File: src/rtl/scm_pkg.sv
// Shared types for the speculative access conflict monitor.
// Assumes: reason codes are decoded by the recovery logic outside this block.
package scm_pkg;

    typedef enum logic [1:0] {
        RSN_NONE = 2'b00,
        RSN_RD   = 2'b01,
        RSN_WR   = 2'b10,
        RSN_OVF  = 2'b11
    } reason_t;

    typedef enum logic {
        ST_IDLE   = 1'b0,
        ST_ACTIVE = 1'b1
    } mode_t;

endpackage

File: src/rtl/scm_line_table.sv
// Fully associative line table with a read mark and a write mark per entry.
// Provides hit vectors for local accesses, OR-reduced read/write hits for the
// snoop address, and the free-entry vector. All outputs reflect the state
// held before the current clock edge.
// Assumes: at most one entry matches any address (the allocator guarantees it).
module scm_line_table #(
    parameter int DEPTH  = 16,
    parameter int LINE_W = 26
) (
    input  logic              clk,
    input  logic              rst_n,
    input  logic              clear,
    input  logic              upd_en,
    input  logic [LINE_W-1:0] ld_line,
    input  logic [LINE_W-1:0] st_line,
    input  logic [LINE_W-1:0] snp_line,
    input  logic [DEPTH-1:0]  ld_sel,
    input  logic [DEPTH-1:0]  st_sel,
    output logic [DEPTH-1:0]  ld_hit,
    output logic [DEPTH-1:0]  st_hit,
    output logic              snp_hit_rd,
    output logic              snp_hit_wr,
    output logic [DEPTH-1:0]  free_vec
);

    logic [DEPTH-1:0] vld;
    logic [DEPTH-1:0] rmark;
    logic [DEPTH-1:0] wmark;
    logic [DEPTH-1:0] snp_rd_vec;
    logic [DEPTH-1:0] snp_wr_vec;

    for (genvar g = 0; g < DEPTH; g++) begin : g_entry
        logic [LINE_W-1:0] tag;

        // Entry storage: flash clear, otherwise set marks on selection.
        always_ff @(posedge clk) begin
            if (!rst_n || clear) begin
                vld[g]   <= 1'b0;
                rmark[g] <= 1'b0;
                wmark[g] <= 1'b0;
                tag      <= '0;
            end else if (upd_en) begin
                if (ld_sel[g]) begin
                    vld[g]   <= 1'b1;
                    rmark[g] <= 1'b1;
                    tag      <= ld_line;
                end
                if (st_sel[g]) begin
                    vld[g]   <= 1'b1;
                    wmark[g] <= 1'b1;
                    tag      <= st_line;
                end
            end
        end

        // Per-entry address compare against the three request ports.
        always_comb begin
            ld_hit[g]     = vld[g] && (tag == ld_line);
            st_hit[g]     = vld[g] && (tag == st_line);
            snp_rd_vec[g] = vld[g] && rmark[g] && (tag == snp_line);
            snp_wr_vec[g] = vld[g] && wmark[g] && (tag == snp_line);
        end
    end

    // Reduce snoop matches and expose the free entries.
    always_comb begin
        snp_hit_rd = |snp_rd_vec;
        snp_hit_wr = |snp_wr_vec;
        free_vec   = ~vld;
    end

    // one line never occupies two entries
    p_hit_unique_r6: assert property (@(posedge clk) disable iff (!rst_n)
        $onehot0(ld_hit) && $onehot0(st_hit));

    // a clear leaves every entry free
    p_clear_empties_r8: assert property (@(posedge clk) disable iff (!rst_n)
        clear |=> (free_vec == {DEPTH{1'b1}}));

endmodule

File: src/rtl/scm_free_pick.sv
// Picks the two lowest-numbered free entries as one-hot vectors and reports
// whether one or two entries are available.
// Assumes: free_vec is a plain bit vector, bit i set when entry i is empty.
module scm_free_pick #(
    parameter int DEPTH = 16
) (
    input  logic [DEPTH-1:0] free_vec,
    output logic [DEPTH-1:0] first_free,
    output logic [DEPTH-1:0] second_free,
    output logic             have_one,
    output logic             have_two
);

    logic [DEPTH-1:0] rest;

    // Isolate the lowest set bit twice to find two distinct free slots.
    always_comb begin
        first_free  = free_vec & (~free_vec + {{(DEPTH-1){1'b0}}, 1'b1});
        rest        = free_vec & ~first_free;
        second_free = rest & (~rest + {{(DEPTH-1){1'b0}}, 1'b1});
        have_one    = |free_vec;
        have_two    = |rest;
    end

endmodule

File: src/rtl/scm_conflict.sv
// Applies the asymmetric snoop rules: a written line conflicts with any snoop,
// and a read line conflicts only with an exclusive request.
// Assumes: hit inputs come from marks held before the current edge.
module scm_conflict
    import scm_pkg::*;
(
    input  logic    snp_valid,
    input  logic    snp_excl,
    input  logic    hit_rd,
    input  logic    hit_wr,
    output logic    conflict,
    output reason_t reason
);

    // Written-line conflicts outrank read-line conflicts.
    always_comb begin
        reason = RSN_NONE;
        if (snp_valid && hit_wr) begin
            reason = RSN_WR;
        end else if (snp_valid && snp_excl && hit_rd) begin
            reason = RSN_RD;
        end
        conflict = (reason != RSN_NONE);
    end

endmodule

File: src/rtl/spec_conflict_monitor.sv
// Top of the speculative access conflict monitor. Runs the idle/active mode,
// steers local accesses to existing or newly allocated entries, detects
// overflow, and registers the abort pulse with its reason.
// Assumes: control strobes are single-cycle and come from the core; the
// snoop stream comes from the coherence engine; recovery happens elsewhere.
module spec_conflict_monitor
    import scm_pkg::*;
#(
    parameter int DEPTH  = 16,
    parameter int LINE_W = 26
) (
    input  logic              clk,
    input  logic              rst_n,
    input  logic              spec_begin,
    input  logic              spec_commit,
    input  logic              spec_abort,
    input  logic              ld_valid,
    input  logic [LINE_W-1:0] ld_line,
    input  logic              st_valid,
    input  logic [LINE_W-1:0] st_line,
    input  logic              snp_valid,
    input  logic [LINE_W-1:0] snp_line,
    input  logic              snp_excl,
    output logic              abort_pulse,
    output logic [1:0]        abort_reason,
    output logic              busy
);

    mode_t            mode;
    reason_t          reason_q;
    logic [DEPTH-1:0] ld_hit, st_hit, free_vec;
    logic [DEPTH-1:0] first_free, second_free;
    logic [DEPTH-1:0] ld_sel, st_sel;
    logic             have_one, have_two;
    logic             snp_hit_rd, snp_hit_wr;
    logic             conflict;
    reason_t          conf_reason;
    logic             active, same_line, ld_new, st_new, overflow;
    logic             clear, upd_en;

    scm_line_table #(.DEPTH(DEPTH), .LINE_W(LINE_W)) u_table (
        .clk        (clk),
        .rst_n      (rst_n),
        .clear      (clear),
        .upd_en     (upd_en),
        .ld_line    (ld_line),
        .st_line    (st_line),
        .snp_line   (snp_line),
        .ld_sel     (ld_sel),
        .st_sel     (st_sel),
        .ld_hit     (ld_hit),
        .st_hit     (st_hit),
        .snp_hit_rd (snp_hit_rd),
        .snp_hit_wr (snp_hit_wr),
        .free_vec   (free_vec)
    );

    scm_free_pick #(.DEPTH(DEPTH)) u_pick (
        .free_vec    (free_vec),
        .first_free  (first_free),
        .second_free (second_free),
        .have_one    (have_one),
        .have_two    (have_two)
    );

    scm_conflict u_conf (
        .snp_valid (snp_valid && active),
        .snp_excl  (snp_excl),
        .hit_rd    (snp_hit_rd),
        .hit_wr    (snp_hit_wr),
        .conflict  (conflict),
        .reason    (conf_reason)
    );

    // Classify local accesses and choose the entry each one updates.
    always_comb begin
        active    = (mode == ST_ACTIVE);
        same_line = ld_valid && st_valid && (ld_line == st_line);
        ld_new    = ld_valid && !(|ld_hit);
        st_new    = st_valid && !(|st_hit) && !same_line;
        overflow  = active && (((ld_new || st_new) && !have_one) ||
                               (ld_new && st_new && !have_two));

        ld_sel = '0;
        if (ld_valid) begin
            ld_sel = (|ld_hit) ? ld_hit : first_free;
        end

        st_sel = '0;
        if (st_valid) begin
            if (same_line) begin
                st_sel = (|ld_hit) ? ld_hit : first_free;
            end else if (|st_hit) begin
                st_sel = st_hit;
            end else begin
                st_sel = ld_new ? second_free : first_free;
            end
        end

        clear  = active && (conflict || overflow || spec_commit || spec_abort);
        upd_en = active && !clear;
    end

    // Mode sequencing and registered abort reporting.
    always_ff @(posedge clk) begin
        if (!rst_n) begin
            mode        <= ST_IDLE;
            abort_pulse <= 1'b0;
            reason_q    <= RSN_NONE;
        end else begin
            abort_pulse <= 1'b0;
            reason_q    <= RSN_NONE;
            if (!active) begin
                if (spec_begin) begin
                    mode <= ST_ACTIVE;
                end
            end else if (conflict) begin
                mode        <= ST_IDLE;
                abort_pulse <= 1'b1;
                reason_q    <= conf_reason;
            end else if (overflow) begin
                mode        <= ST_IDLE;
                abort_pulse <= 1'b1;
                reason_q    <= RSN_OVF;
            end else if (spec_commit || spec_abort) begin
                mode <= ST_IDLE;
            end
        end
    end

    // Drive the output ports from state.
    always_comb begin
        busy         = (mode == ST_ACTIVE);
        abort_reason = reason_q;
    end

    // pulse is a single cycle and the block is idle while it shows
    p_pulse_single_r10: assert property (@(posedge clk) disable iff (!rst_n)
        abort_pulse |=> !abort_pulse);
    p_pulse_idle_r10: assert property (@(posedge clk) disable iff (!rst_n)
        abort_pulse |-> (!busy && abort_reason != 2'b00));

    // an abort can only follow a busy cycle
    p_abort_after_busy_r1: assert property (@(posedge clk) disable iff (!rst_n)
        abort_pulse |-> $past(busy));

    // conflict reasons need a snoop in the previous cycle
    p_conflict_from_snoop_r5: assert property (@(posedge clk) disable iff (!rst_n)
        (abort_pulse && (abort_reason == 2'b01 || abort_reason == 2'b10))
            |-> $past(snp_valid));

    // overflow only when fewer than two entries were free
    p_overflow_full_r7: assert property (@(posedge clk) disable iff (!rst_n)
        (abort_pulse && abort_reason == 2'b11) |-> $past(!have_two));

    // commit drops busy with no pulse when nothing conflicts
    p_commit_quiet_r8: assert property (@(posedge clk) disable iff (!rst_n)
        (busy && spec_commit && !snp_valid && !ld_valid && !st_valid)
            |=> (!busy && !abort_pulse));

endmodule

File: config.mk
export PLATFORM = sky130hd
export DESIGN_NAME = spec_conflict_monitor
export DESIGN_NICKNAME = d
export VERILOG_FILES = /design/src/rtl/scm_pkg.sv /design/src/rtl/scm_line_table.sv /design/src/rtl/scm_free_pick.sv /design/src/rtl/scm_conflict.sv /design/src/rtl/spec_conflict_monitor.sv
export SDC_FILE = /design/constraint.sdc
export NUM_CORES = 2
export LEC_CHECK = 0
export BUFFER_PORTS_ARGS = -buffer_cell sky130_fd_sc_hd__buf_2
export CORE_UTILIZATION = 35
export CTS_CLUSTER_DIAMETER = 30
export DETAILED_ROUTE_END_ITERATION = 16
export PLACE_DENSITY_LB_ADDON = 0.05
export REMOVE_ABC_BUFFERS = 1
export SLEW_MARGIN = 25
export SYNTH_ARGS = -nofsm -noshare
export SYNTH_HDL_FRONTEND = slang
export SYNTH_HIERARCHICAL = 1
export SYNTH_SLANG_ARGS = --single-unit
File: constraint.sdc
create_clock -name clk -period 12.1 [get_ports clk]
set_input_delay 2.42 -clock clk [delete_from_list [all_inputs] [get_ports clk]]
set_output_delay 2.42 -clock clk [all_outputs]
set_load 0.01 [all_outputs]
==> flow_metrics.tcl <==
set metrics [dict create \
    synthAdderAreaFrac 0.000268 \
    dp.cells 5470 \
    cp_data_arrival_time_ps 9280 \
    critPathBufInv 3 \
    wirelength_mm 192 \
    syn_inst 4348 \
    portBuffers 90 \
    synth_edf_count 0 \
    critPathCaptureType "flip-flop" \
    multi_input_area_um2 25200 \
    htree_levels 4 \
    grt_pass1_wl_mm 265 \
    ir_worst_vdd_uv 94.7 \
    root_buffer "clkbuf_16" \
    yosys.area.top_type "dfxtp_1" \
    detail_route.wl_per_cell_um 33.2 \
    cts.sinks 468 \
    layout_common_cells "xnor2_1 (719), xor2_1 (558), nor2_1 (507)" \
    cp_slowest_stage_delay_ps 880 \
    postCtsSetupBuffers 0 \
    final_cells 5767 \
    clk_pin_slew_ps 40 \
    cts_tree "built" \
    io_pins 91 \
    rsz0062_at_grt "false" \
    yosysSeqAreaShare 0.250 \
    finalClockSkew_ps 37.4 \
    crit_top_cell "nor4_1" \
    diodes 0 \
    min_path_type "reg2reg" \
    p_per_area_nw_per_um2 148 \
    worst_skew_pair.late_latency_ps 770 \
    synthArstFlopShare 0 \
    leakagePower_nw 14.5 \
    start_kind "primary input" \
    synth-compound-area-share 0.109 \
    setup_slack_ps 3470 \
    drive_above_1_share 0.124 \
    worstPathMaxFanout 53 \
    syn_area_um2 37400 \
    antenna_found_initial 4 \
    crit_path_top_delay_cell "o21a_2" \
    seq_area_um2 9370 \
    drv_cap 0 \
    post_cts_resized 0 \
    ys_warn_count 6 \
    ys.flop_type "dfxtp_1" \
    setup_violations 0 \
    post_synth_and_or_nand_nor_area_fraction 0.151 \
    first_global_vias 32200 \
    grt_max_degree 186 \
    ys_seq_elements 468 \
    initial_core_util 0.354 \
    post-route-drc-count 6 \
    num_rows 119 \
    drtAntennaViolNets 0 \
    path_class "in2reg" \
    synthTopCellsByArea "dfxtp_1 (25%), xnor2_1 (17%), xor2_1 (13%)" \
    violations "DRC" \
    grt_usage 0.347 \
    die_y_um 329 \
    dp_hpwl_mm 122 \
    die_w_um 329 \
    crit_required_ps 12750 \
    timing.hold.ws_ps 469 \
    ctsHoldBuffers 0 \
    tritoncts.num_buffers 163 \
    syn_area_per_cell_um2 8.60 \
    ys_types 66 \
    clockBufferDepth 3 \
    grt-ovfl-total 0 \
    timing.final.crit_share 0.713 \
    tightest_slew_ps 1150 \
    synth_mux_area_frac 0.112 \
    synth-xor-area-share 0.299 \
    num-fill-cells 10700 \
    vias_per_cell 5.89 \
    final_common_cell "xnor2_1" \
    critical_path.top_delay_family "simple AND/OR/NAND/NOR gates" \
    vias 34000 \
    synth_top_family_by_area "XOR/XNOR gates" \
    hold_violations 0 \
    areaGrowthSynthToFinish_pct 16.6 \
    slew_violations 0 \
    drt_iter0_markers 3544 \
    fmax_mhz 116 \
    status "finished with violations" \
    core_area_um2 106000 \
    nets 4334 \
    worstPathCellList "buf_2 > buf_4 > xor2_1 > nor4_1 > nand4_1 > nor4_1 > nor4_1 > and4_1 > and2_1 > a31oi_2 > and4_2 > buf_4 > o21a_2 > nor2_1 > a211oi_1" \
    dieArea_um2 108000 \
    post-route-min-period_ps 8630 \
    yosysTopAreaCellShare 0.250 \
    slew_headroom 0.234 \
    gp_congestion 0.930 \
    dp_slack_ps 2910 \
    drt_pass1_iterations 13 \
]
==> cell usage after synthesis, types with 22 or more instances <==
cell type and n:
a211oi_1 420, a21oi_1 39, and2_1 24, buf_1 27, buf_12 22, buf_2 235, buf_6 30, clkbuf_1 167
dfxtp_1 468, inv_1 41, mux2i_1 417, nand2_1 24, nand3_1 34, nand4_1 250, nor2_1 507, nor3_1 23
nor4_1 194, xnor2_1 719, xor2_1 558
==> flip-flops by register name, summed over array words and instances (netlist names) <==
signal,count
abort_reason,2
u_table/vld,16
u_table/rmark,16
abort_pulse,1
busy,1
u_table/g_entry.tag,416
u_table/wmark,16
==> layout make-up <==
| cell class | count | share of cell area |
|---|---|---|
| inverters | 41 | 0.00353 |
| multi-input cells | 3351 | 0.579 |
| well taps | 1391 | 0.0399 |
| clock buffers | 236 | 0.108 |
| flip-flops and latches | 468 | 0.215 |
| clock inverters | 58 | 0.0176 |
| repair buffers | 222 | 0.0375 |
==> power breakdown <==
part | switching, W | internal, W
clock network | 0.00124 | 0.00292
registers | 0.00000671 | 0.00155
logic | 0.000522 | 0.000207
==> metal layers <==
metal	vias up	share of wire	track usage	wire, um
met5	-	0.00012	0.00435	23
met4	4	0.043	0.151	8220
met3	367	0.073	0.0587	14100
met2	1595	0.43	0.520	82700
met1	17000	0.45	0.485	86600
li1	15000	-	-	-
==> path summary, 6_finish.rpt <==
| kind | start | to | slack (ps) | cells past startpoint |
|---|---|---|---|---|
| setup / recovery | ld_line[16] | u_table/g_entry[11].tag[24] | 3470 | 15 |
| hold / removal | u_table/wmark[12] | u_table/wmark[12] | 470 | 2 |
| setup reg to reg | u_table/g_entry[3].tag[3] | u_table/g_entry[11].tag[24] | 5750 | 13 |
| hold reg to reg | u_table/wmark[12] | u_table/wmark[12] | 470 | 2 |
==> cell families (layout without fill, tap and decap cells) <==
family | Yosys count | in the layout
flip-flops | 468 | 468
AND/OR/NAND/NOR | 1105 | 1105
AO/OA/AOI/OAI | 549 | 549
adder cells (fa/ha/maj) | 1 | 1
other | 1 | 1
multiplexers | 418 | 418
buffers and inverters | 529 | 557
XOR/XNOR | 1277 | 1277
==> worst reg2reg max path: cells and delay by family, from the launching register on <==
| kind | cells | cell delay, ps |
|---|---|---|
| flip-flops | 1 | 510 |
| AO/OA/AOI/OAI | 3 | 1730 |
| XOR/XNOR | 1 | 220 |
| buffers and inverters | 1 | 490 |
| AND/OR/NAND/NOR | 8 | 3300 |
==> through the flow <==
step,TNS (ps),utilization,power (W),cell area (um^2)
2_1_floorplan,-546440,-,0.00187,34600
3_3_place_gp,0,0.360,0.00229,38000
3_5_place_dp,0,0.360,0.00229,38000
4_1_cts,0,0.412,0.00646,43500
5_1_grt,0,0.413,0.00660,43600
6_report,0,0.413,0.00645,43600
No activity file was read; power rests on OpenSTA's default activity.
